File: src/rtl/muldiv_pkg.sv
package muldiv_pkg;

    typedef enum logic [1:0] {
        OP_MULS = 2'b00,
        OP_MULU = 2'b01,
        OP_DIVS = 2'b10,
        OP_DIVU = 2'b11
    } md_op_e;

    typedef enum logic [1:0] {
        ST_IDLE,
        ST_SETUP,
        ST_RUN,
        ST_DONE
    } md_state_e;

endpackage

File: src/rtl/muldiv_sign_prep.sv
module muldiv_sign_prep #(
    parameter int XLEN = 32
) (
    input  logic [XLEN-1:0] opnd_a,
    input  logic [XLEN-1:0] opnd_b,
    input  logic            is_signed,
    output logic [XLEN-1:0] mag_a,
    output logic [XLEN-1:0] mag_b,
    output logic            neg_main,
    output logic            neg_rem
);
    localparam int NOPND = 2;

    logic [NOPND-1:0][XLEN-1:0] raw;
    logic [NOPND-1:0][XLEN-1:0] mag;
    logic [NOPND-1:0]           is_neg;

    assign raw[0] = opnd_a;
    assign raw[1] = opnd_b;

    // Each operand is reduced to its magnitude when the operation is signed
    for (genvar g = 0; g < NOPND; g++) begin : g_mag
        assign is_neg[g] = is_signed & raw[g][XLEN-1];
        assign mag[g]    = is_neg[g] ? (~raw[g] + 1'b1) : raw[g];
    end

    assign mag_a    = mag[0];
    assign mag_b    = mag[1];
    // product or quotient negative when signs differ; remainder follows dividend
    assign neg_main = is_neg[0] ^ is_neg[1];
    assign neg_rem  = is_neg[0];

endmodule

File: src/rtl/muldiv_step.sv
module muldiv_step #(
    parameter int XLEN = 32
) (
    input  logic            is_div,
    input  logic [XLEN-1:0] acc_hi,
    input  logic [XLEN-1:0] acc_lo,
    input  logic [XLEN-1:0] oper,
    output logic [XLEN-1:0] nxt_hi,
    output logic [XLEN-1:0] nxt_lo
);
    logic [XLEN:0]   add_sum;
    logic [XLEN:0]   shifted;
    logic [XLEN+1:0] trial;
    logic            borrow;

    always_comb begin
        // multiply: conditional add then shift the 64-bit pair right
        add_sum = {1'b0, acc_hi} + (acc_lo[0] ? {1'b0, oper} : {(XLEN+1){1'b0}});
        // divide: shift remainder left, try subtracting divisor
        shifted = {acc_hi, acc_lo[XLEN-1]};
        trial   = {1'b0, shifted} - {2'b00, oper};
        borrow  = trial[XLEN+1];

        if (is_div) begin
            nxt_hi = borrow ? shifted[XLEN-1:0] : trial[XLEN-1:0];
            nxt_lo = {acc_lo[XLEN-2:0], ~borrow};
        end else begin
            nxt_hi = add_sum[XLEN:1];
            nxt_lo = {add_sum[0], acc_lo[XLEN-1:1]};
        end
    end

endmodule

File: src/rtl/muldiv_sign_fix.sv
module muldiv_sign_fix #(
    parameter int XLEN = 32
) (
    input  logic            is_div,
    input  logic            neg_main,
    input  logic            neg_rem,
    input  logic [XLEN-1:0] raw_hi,
    input  logic [XLEN-1:0] raw_lo,
    output logic [XLEN-1:0] res_hi,
    output logic [XLEN-1:0] res_lo
);
    localparam int DW = 2 * XLEN;

    logic [DW-1:0] prod;

    always_comb begin
        prod = {raw_hi, raw_lo};
        if (neg_main) begin
            prod = ~prod + 1'b1;
        end
        if (is_div) begin
            res_lo = neg_main ? (~raw_lo + 1'b1) : raw_lo;
            res_hi = neg_rem  ? (~raw_hi + 1'b1) : raw_hi;
        end else begin
            res_hi = prod[DW-1:XLEN];
            res_lo = prod[XLEN-1:0];
        end
    end

endmodule

File: src/rtl/muldiv_hilo.sv
module muldiv_hilo
    import muldiv_pkg::*;
#(
    parameter int XLEN = 32
) (
    input  logic            clk,
    input  logic            rst_n,
    input  logic            start,
    input  logic [1:0]      op,
    input  logic [XLEN-1:0] src_a,
    input  logic [XLEN-1:0] src_b,
    input  logic            wr_hi,
    input  logic            wr_lo,
    input  logic [XLEN-1:0] wr_data,
    output logic            busy,
    output logic            done,
    output logic [XLEN-1:0] hi_rd,
    output logic [XLEN-1:0] lo_rd
);
    localparam int NITER = XLEN;
    localparam int CNT_W = $clog2(NITER);
    localparam logic [CNT_W-1:0] LAST_IT = CNT_W'(NITER - 1);

    md_state_e       state, nxt_state;
    md_op_e          op_q;
    logic [XLEN-1:0] a_q, b_q;
    logic [XLEN-1:0] oper_q;
    logic [XLEN-1:0] acc_hi, acc_lo;
    logic [XLEN-1:0] hi_q, lo_q;
    logic [CNT_W-1:0] iter_q;
    logic            neg_main_q, neg_rem_q;
    logic            accept;
    logic            last_it;
    logic            op_is_div, op_is_signed;

    logic [XLEN-1:0] mag_a, mag_b;
    logic            neg_main_c, neg_rem_c;
    logic [XLEN-1:0] step_hi, step_lo;
    logic [XLEN-1:0] fix_hi, fix_lo;

    assign op_is_div    = op_q[1];
    assign op_is_signed = ~op_q[0];
    assign last_it      = (iter_q == LAST_IT);

    muldiv_sign_prep #(.XLEN(XLEN)) u_prep (
        .opnd_a    (a_q),
        .opnd_b    (b_q),
        .is_signed (op_is_signed),
        .mag_a     (mag_a),
        .mag_b     (mag_b),
        .neg_main  (neg_main_c),
        .neg_rem   (neg_rem_c)
    );

    muldiv_step #(.XLEN(XLEN)) u_step (
        .is_div (op_is_div),
        .acc_hi (acc_hi),
        .acc_lo (acc_lo),
        .oper   (oper_q),
        .nxt_hi (step_hi),
        .nxt_lo (step_lo)
    );

    muldiv_sign_fix #(.XLEN(XLEN)) u_fix (
        .is_div   (op_is_div),
        .neg_main (neg_main_q),
        .neg_rem  (neg_rem_q),
        .raw_hi   (step_hi),
        .raw_lo   (step_lo),
        .res_hi   (fix_hi),
        .res_lo   (fix_lo)
    );

    // State register
    always_ff @(posedge clk or negedge rst_n) begin
        if (!rst_n) begin
            state <= ST_IDLE;
        end else begin
            state <= nxt_state;
        end
    end

    // Next state
    always_comb begin
        nxt_state = state;
        unique case (state)
            ST_IDLE:  nxt_state = start ? ST_SETUP : ST_IDLE;
            ST_SETUP: nxt_state = ST_RUN;
            ST_RUN:   nxt_state = last_it ? ST_DONE : ST_RUN;
            ST_DONE:  nxt_state = start ? ST_SETUP : ST_IDLE;
            default:  nxt_state = ST_IDLE;
        endcase
    end

    // Outputs decoded from state
    always_comb begin
        busy = 1'b0;
        done = 1'b0;
        unique case (state)
            ST_IDLE:  ;
            ST_SETUP: busy = 1'b1;
            ST_RUN:   busy = 1'b1;
            ST_DONE:  done = 1'b1;
            default:  ;
        endcase
    end

    assign accept = start & ~busy;

    // Operand capture, setup and iteration datapath
    always_ff @(posedge clk or negedge rst_n) begin
        if (!rst_n) begin
            op_q       <= OP_MULS;
            a_q        <= '0;
            b_q        <= '0;
            oper_q     <= '0;
            acc_hi     <= '0;
            acc_lo     <= '0;
            iter_q     <= '0;
            neg_main_q <= 1'b0;
            neg_rem_q  <= 1'b0;
        end else begin
            if (accept) begin
                op_q <= md_op_e'(op);
                a_q  <= src_a;
                b_q  <= src_b;
            end
            if (state == ST_SETUP) begin
                acc_hi     <= '0;
                acc_lo     <= mag_a;
                oper_q     <= mag_b;
                neg_main_q <= neg_main_c;
                neg_rem_q  <= neg_rem_c;
                iter_q     <= '0;
            end else if (state == ST_RUN) begin
                acc_hi <= step_hi;
                acc_lo <= step_lo;
                iter_q <= iter_q + 1'b1;
            end
        end
    end

    // Architectural HI/LO
    always_ff @(posedge clk or negedge rst_n) begin
        if (!rst_n) begin
            hi_q <= '0;
            lo_q <= '0;
        end else if (state == ST_RUN && last_it) begin
            hi_q <= fix_hi;
            lo_q <= fix_lo;
        end else if (!busy) begin
            if (wr_hi) hi_q <= wr_data;
            if (wr_lo) lo_q <= wr_data;
        end
    end

    assign hi_rd = hi_q;
    assign lo_rd = lo_q;

endmodule

File: config.mk
export PLATFORM = sky130hd
export DESIGN_NAME = muldiv_hilo
export DESIGN_NICKNAME = d
export VERILOG_FILES = /design/src/rtl/muldiv_pkg.sv /design/src/rtl/muldiv_sign_prep.sv /design/src/rtl/muldiv_step.sv /design/src/rtl/muldiv_sign_fix.sv /design/src/rtl/muldiv_hilo.sv
export SDC_FILE = /design/constraint.sdc
export NUM_CORES = 1
export LEC_CHECK = 0
export ABC_AREA = 1
export CORE_MARGIN = 1
export CORE_UTILIZATION = 50
export DETAILED_ROUTE_END_ITERATION = 16
export DONT_BUFFER_PORTS = 1
export RECOVER_POWER = 50
export SLEW_MARGIN = 20
export SYNTH_ARGS = -nofsm -noshare
export SYNTH_HDL_FRONTEND = slang
export SYNTH_SLANG_ARGS = --single-unit
File: constraint.sdc
create_clock -name clk -period 9.78 [get_ports clk]
set_input_delay 0.978 -clock clk [delete_from_list [all_inputs] [get_ports clk]]
set_output_delay 0.978 -clock clk [all_outputs]
set_load 0.1 [all_outputs]
==> results_dict.tcl, run 1 <==
set metrics [dict create \
    outcome "finished with violations" \
    failing_checks "max-capacitance violations, max-slew violations" \
    final_routed_wirelength_across_all_metal_layers_mm 72.5 \
    floorplan.initialDensity_pct 51.1 \
    worst_path_top_cell_family_by_delay "simple AND/OR/NAND/NOR gates" \
    timing_worst_setup_path_type "register to register" \
    vias_per_cell 5.74 \
    gp_congestion 1.02 \
    clk_pin_slew_worst_paths_ns 0.06 \
    post-cts-setup-buffers 0 \
    yosys_warnings 0 \
    number_of_flops_mapped_to_enable_cells_by_yosys 0 \
    final-setup-viol-count 0 \
    global_route_wire_length_before_repair_mm 111 \
    number_of_antenna_violations_at_the_first_check_in_global_routing 2 \
    share_of_post_route_cells_with_drive_strength_above_1_pct 6.02 \
    synthesized_area_fraction_occupied_by_adder_cells_pct 4.92 \
    insertedDiodeCount 0 \
    syn_inst 3009 \
    drc 0 \
    grt_max_degree 236 \
    first_global_vias 18600 \
    timing.reg2reg.setup_slack_ns 3.74 \
    dr_total_vias 20000 \
    series_of_cell_instances_along_the_critical_path "inv_1 > ha_1 > clkbuf_1 > nand2_1 > mux2_2" \
    report.final.hold_viol_count 0 \
    synth_seq_area_share_pct 30.3 \
    achievable-frequency_mhz 165 \
    synth_top_family_by_area "simple AND/OR/NAND/NOR gates" \
    detailedPlacementHpwl_mm 57.1 \
    worstPathRequired_ns 10.25 \
    place_ws_ns 4.92 \
    synthDistinctLibCells 56 \
    detailedRoute.firstPassIterationCount 6 \
    layout_commonest_cell "nand2_1" \
    worstReg2RegEnd "b_q[25]" \
    worstMarginPinSlew_ns 3.57 \
    clock_insertion_delay_worst_skew_ns 0.61 \
    die_height_um 199 \
    synthesized_area_fraction_occupied_by_ao_oa_aoi_and_oai_cells_pct 13.3 \
    async_flop_share_pct 100 \
    fin_skew_ns 0.0541 \
    clock_tree.htree_level_count 1 \
    average_cell_area_after_synthesis_um2 6.45 \
    setup.worst_path.start_class "register" \
    syn_area_mm2 0.0194 \
    nNetsFinal 3130 \
    synthMuxAreaShare_pct 1.45 \
    cts.sinks 235 \
    post_cts.resized_instances 0 \
    clk_root_buffer_cell "clkbuf_16" \
    layout.cells.most_common_list "899 x nand2_1, 431 x inv_1, 294 x nor2_1, 273 x nand3_1, 233 x dfrtp_1" \
    report.final.slew_viol_count 312 \
    rsz0062_at_grt "no" \
    cp.buffers_inverters 2 \
    cp_slowest_stage_delay_ns 2.67 \
    fin_tns_setup_ns 0 \
    clock_tree.buffer_depth 3 \
    timing.reg2reg.worst_path_depth 5 \
    postCtsHoldBufs 0 \
    cts_buffer_count 28 \
    grt_overflow_total 0 \
    worst_slack_ns 3.74 \
    xor_xnor_share_of_the_synthesized_area_pct 3.03 \
    i_o_buffers 0 \
    detail_route.iter0.violations 2223 \
    post_synth_and_or_nand_nor_area_fraction_pct 35.8 \
    route.detailed.wl_per_inst_um 20.8 \
    r2r-start "state[0]" \
    route.antenna.remaining_nets 0 \
    core.rowCount 71 \
    top_level_ports 169 \
    synth_nets 3187 \
    layout.area.seq_mm2 0.00589 \
    ys_ff_latch 235 \
    critical-path-slowest-cell "nand2_1" \
    flow.area_growth_from_synthesis_pct 6.54 \
    yosys_most_used_dff "dfrtp_1" \
    n_fill_cell 3845 \
    timing.critical_path.arrival_ns 6.51 \
    grt.total_usage_pct 36.8 \
    crit_fanout 108 \
    chipWidth_um 199 \
    die_area_mm2 0.0396 \
    slew-limit-headroom_pct -138 \
    hold_path_class "primary input to asynchronous set/reset pin" \
    core_mm2 0.0379 \
    timing.max_cap.violations 5 \
    critPathCaptureType "register" \
    final_period_minus_worst_setup_slack_ns 6.04 \
    multi_input_gate_area_mm2 0.0113 \
    layout_worst_path_cycle_share_pct 61.8 \
    clock_tree_from_tritoncts "yes" \
]
[metrics by stage]
stage / std cells / cell area, um2 / hold WS, ns / util (%)
after floorplan: 3009 / 19400 / 0.456 / -
after global placement: 3433 / 19700 / 0.473 / 51.9
after detailed placement: 3433 / 19700 / 0.478 / 51.9
after CTS: 3484 / 20700 / 0.0611 / 54.5
after global routing: 3484 / 20700 / 0.0804 / 54.5
final: 3484 / 20700 / 0.111 / 54.5
[synth_stat cells (3+ instances only)]
library cell / number / area (um2)
or2_2: 12 / 75.1
a31oi_1: 8 / 50.1
nor3_1: 35 / 175
o21ai_2: 7 / 61.3
buf_6: 9 / 101
o21bai_1: 7 / 52.6
or2_1: 4 / 25.0
xor2_1: 55 / 482
nor2_2: 14 / 87.6
nor4_1: 8 / 50.1
clkbuf_1: 67 / 251
nand3b_1: 18 / 135
dfrtp_1: 235 / 5880
inv_1: 430 / 1610
a21o_1: 3 / 22.5
buf_4: 5 / 37.5
nor2_4: 7 / 78.8
buf_2: 8 / 40.0
nand3_1: 273 / 1370
nand2_2: 8 / 50.1
nand4_2: 3 / 37.5
nand3_2: 3 / 30.0
o22ai_1: 24 / 150
o211ai_1: 25 / 188
a21oi_1: 134 / 671
a21oi_2: 5 / 43.8
mux2_2: 25 / 282
xnor2_1: 12 / 105
o21ai_1: 25 / 125
o221ai_1: 43 / 377
nand2_1: 900 / 3380
nor3_2: 6 / 60.1
nand2_4: 3 / 33.8
buf_1: 13 / 48.8
nor2_1: 294 / 1100
ha_1: 73 / 913
inv_2: 18 / 67.6
o311ai_0: 3 / 26.3
o21a_1: 4 / 30.0
nand4_1: 22 / 138
o21ai_0: 138 / 691
nand3_4: 3 / 52.6
[logic make-up (layout without fill, tap and decap cells)]
family,Yosys count,count (layout)
AOI/OAI and AO/OA,435,435
xor gates and xnor gates,67,67
adders and majority gates,75,75
buffers and inverters,552,516
DFF,235,235
muxes,25,25
and+or+nand+nor,1620,1620
[state kept, by name, indices dropped and copies added, names as in the netlist]
register,count
op_q,2
iter_q,5
lo_rd,32
acc_hi,32
neg_main_q,1
hi_rd,32
oper_q,32
b_q,32
state,2
a_q,32
acc_lo,32
neg_rem_q,1
[final cells by class]
| type | instances | area share (%) |
|---|---|---|
| well taps | 511 | 3.09 |
| clock buffers | 38 | 3.86 |
| flip-flops and latches | 235 | 28.5 |
| inverters | 450 | 8.17 |
| repair buffers | 15 | 0.454 |
| multi-input cells | 2222 | 54.9 |
| clock inverters | 13 | 1.01 |
[worst max-delay path by stage]
stage	startpoint	to	slack, ns	cells after the start
floorplan	oper_q[15]	hi_rd[20]	6.14	30
global placement	oper_q[30]	hi_rd[20]	5.11	27
detailed placement	oper_q[30]	hi_rd[20]	4.92	27
CTS	oper_q[30]	hi_rd[20]	4.89	27
global route	state[0]	a_q[19]	3.12	5
finish	state[0]	b_q[25]	3.74	5
[metal layers]
layer	part of all wire, %	global-route usage, %	wire [um]
met5	0.037	0	27
met4	2.7	9.74	1940
met3	11	8.94	7610
met2	42	53.5	30100
met1	45	53.9	32800
Power of run 1 is left out: the tool's default activity adds up to more than one toggle a clock period on the data nets, which glitch-free logic cannot reach.
==> run 2, diff against run 1 <==
--- a/config.mk
+++ b/config.mk
@@ -10,6 +10,7 @@
 export CORE_UTILIZATION = 50
 export DETAILED_ROUTE_END_ITERATION = 16
 export DONT_BUFFER_PORTS = 1
+export PLACE_DENSITY = 0.68
 export RECOVER_POWER = 50
 export SLEW_MARGIN = 20
 export SYNTH_ARGS = -nofsm -noshare
==> constraint.sdc (replaced) <==
create_clock -name clk -period 4.9 [get_ports clk]
set_input_delay 0.49 -clock clk [delete_from_list [all_inputs] [get_ports clk]]
set_output_delay 0.49 -clock clk [all_outputs]
set_load 0.1 [all_outputs]
==> run 2 against run 1 <==
The flow finishes with violations (negative hold slack). Count of clock-buffer cells in the layout down 1. Hold slack worse by 0.52 ns. Sequential share of layout area down 0.17 points. Clock skew down 0.031 ns. Critical endpoint is now hi_rd[24]. Setup slack worse by 3.3 ns.
==> results_dict.tcl, run 2 (synthesis gave the netlist of run 1 again) <==
set metrics [dict create \
    number_of_antenna_violations_at_the_first_check_in_global_routing 3 \
    detailedRoute.firstPassIterationCount 6 \
    worstPathRequired_ns 5.38 \
    first_global_vias 18500 \
    die_height_um 199 \
    core_mm2 0.0379 \
    critical-path-slowest-cell "dfrtp_1" \
    timing_worst_setup_path_type "register to register" \
    achievable-frequency_mhz 226 \
    outcome "finished with violations" \
    layout.cells.most_common_list "897 x nand2_1, 428 x inv_1, 294 x nor2_1, 273 x nand3_1, 232 x dfrtp_1" \
    final-setup-viol-count 0 \
    routedLengthMet1_mm 32.9 \
    worstMarginPinSlew_ns 1.10 \
    report.final.slew_viol_count 0 \
    finish.utilization_pct 54.8 \
    routed.top_layer "met5" \
    clk_pin_slew_worst_paths_ns 0.06 \
    crit_fanout 5 \
    hold_path_class "primary input to asynchronous set/reset pin" \
    report.final.hold_viol_count 235 \
    gp_congestion 1.03 \
    clock_tree.htree_level_count 1 \
    worst_path_top_cell_family_by_delay "simple AND/OR/NAND/NOR gates" \
    floorplan.initialDensity_pct 51.1 \
    detailedPlacementHpwl_mm 57.6 \
    cp_common_cell "nand2_1" \
    top_level_ports 169 \
    nNetsFinal 3143 \
    fin_tns_setup_ns 0 \
    detail_route.iter0.violations 2256 \
    layout_commonest_cell "nand2_1" \
    flow.area_growth_from_synthesis_pct 7.21 \
    post-cts-setup-buffers 0 \
    chipWidth_um 199 \
    i_o_buffers 0 \
    grt_max_degree 236 \
    critPathCaptureType "register" \
    share_of_post_route_cells_with_drive_strength_above_1_pct 6.86 \
    dr_total_vias 20000 \
    n_fill_cell 3898 \
    post_cts.resized_instances 0 \
    cts_buffer_count 29 \
    failing_checks "negative hold slack" \
    final_period_minus_worst_setup_slack_ns 4.43 \
    clock_insertion_delay_worst_skew_ns 0.60 \
    cts.sinks 235 \
    clk_root_buffer_cell "clkbuf_16" \
    route.detailed.wl_per_inst_um 20.9 \
    route.met2.wl_mm 30.2 \
    core.rowCount 71 \
    cp_slowest_stage_delay_ns 0.37 \
    clock_tree_from_tritoncts "yes" \
    final_routed_wirelength_across_all_metal_layers_mm 73.3 \
    layout_worst_path_cycle_share_pct 90.5 \
    rsz0062_at_grt "no" \
    met3_wirelength_mm 7.33 \
    timing.max_cap.violations 0 \
    slew-limit-headroom_pct 26.4 \
    timing.critical_path.arrival_ns 4.92 \
    setup.worst_path.start_class "register" \
    cp.buffers_inverters 3 \
    route.antenna.remaining_nets 0 \
    fin_skew_ns 0.0232 \
    grt.total_usage_pct 37.1 \
    final_hold_slack_ns -0.413 \
    die_area_mm2 0.0396 \
    drc 0 \
    grt_overflow_total 0 \
    vias_per_cell 5.73 \
    global_route_wire_length_before_repair_mm 111 \
    clock_tree.buffer_depth 3 \
    insertedDiodeCount 0 \
]
==> run 2: worst paths after layout <==
| check | from | slack (ns) | cells past startpoint | end |
|---|---|---|---|---|
| worst max-delay path | oper_q[23] | 0.47 | 25 | hi_rd[24] |
| worst min-delay path | rst_n | -0.41 | 0 | oper_q[24] |
| worst max register to register | oper_q[23] | 0.47 | 25 | hi_rd[24] |
| worst min register to register | iter_q[4] | 0.50 | 2 | iter_q[4] |
| max in group asynchronous | rst_n | 4.64 | 0 | op_q[1] |
| min in group clk | src_a[10] | 0.05 | 1 | a_q[10] |
==> run 2: layout make-up <==
type | instances | area, um2 | area share [%]
tap | 511 | 639 | 3.08
clock buffer | 37 | 816 | 3.92
multi-input combinational | 2222 | 11400 | 54.7
sequential | 235 | 5890 | 28.3
timing repair buffer | 27 | 211 | 1.02
clock inverter | 17 | 183 | 0.879
inverter | 450 | 1690 | 8.12
==> run 2: stage by stage <==
step / setup slack [ns] / instance area, um2 / cells / hold WS, ns
final: 0.467 / 20800 / 3499 / -0.413
after global placement: 0.678 / 19800 / 3445 / 0.199
after CTS: 0.561 / 20800 / 3499 / -0.425
after detailed placement: 0.592 / 19800 / 3445 / 0.200
after global routing: 0.113 / 20800 / 3499 / -0.432
after floorplan: 1.26 / 19400 / 3009 / 0.194
==> run 2: metal layers <==
layer	global-route usage, %	up-vias
li1	-	9618
met1	53.6	9308
met2	53.6	980
met3	9.00	141
met4	12.9	2
met5	0	-
==> run 2: worst reg2reg max path, stage by stage, from the launching register on <==
cell	delay, ns
dfrtp_1	0.37
inv_1	0.05
ha_1	0.35
nand2_1	0.13
inv_2	0.06
a21oi_1	0.31
nand2_1	0.19
a21oi_4	0.17
nand3_1	0.23
o21ai_2	0.15
ha_1	0.18
inv_1	0.06
nor3_1	0.24
nand2_1	0.17
nor2_4	0.13
nand2_2	0.11
nor2_4	0.13
nand4_1	0.14
o21ai_0	0.37
nand2_1	0.14
a21oi_2	0.23
nand2_1	0.14
nand2_1	0.08
nand2_1	0.05
nand3_1	0.09
nand2_1	0.06
Power of run 2 is left out for the same reason.
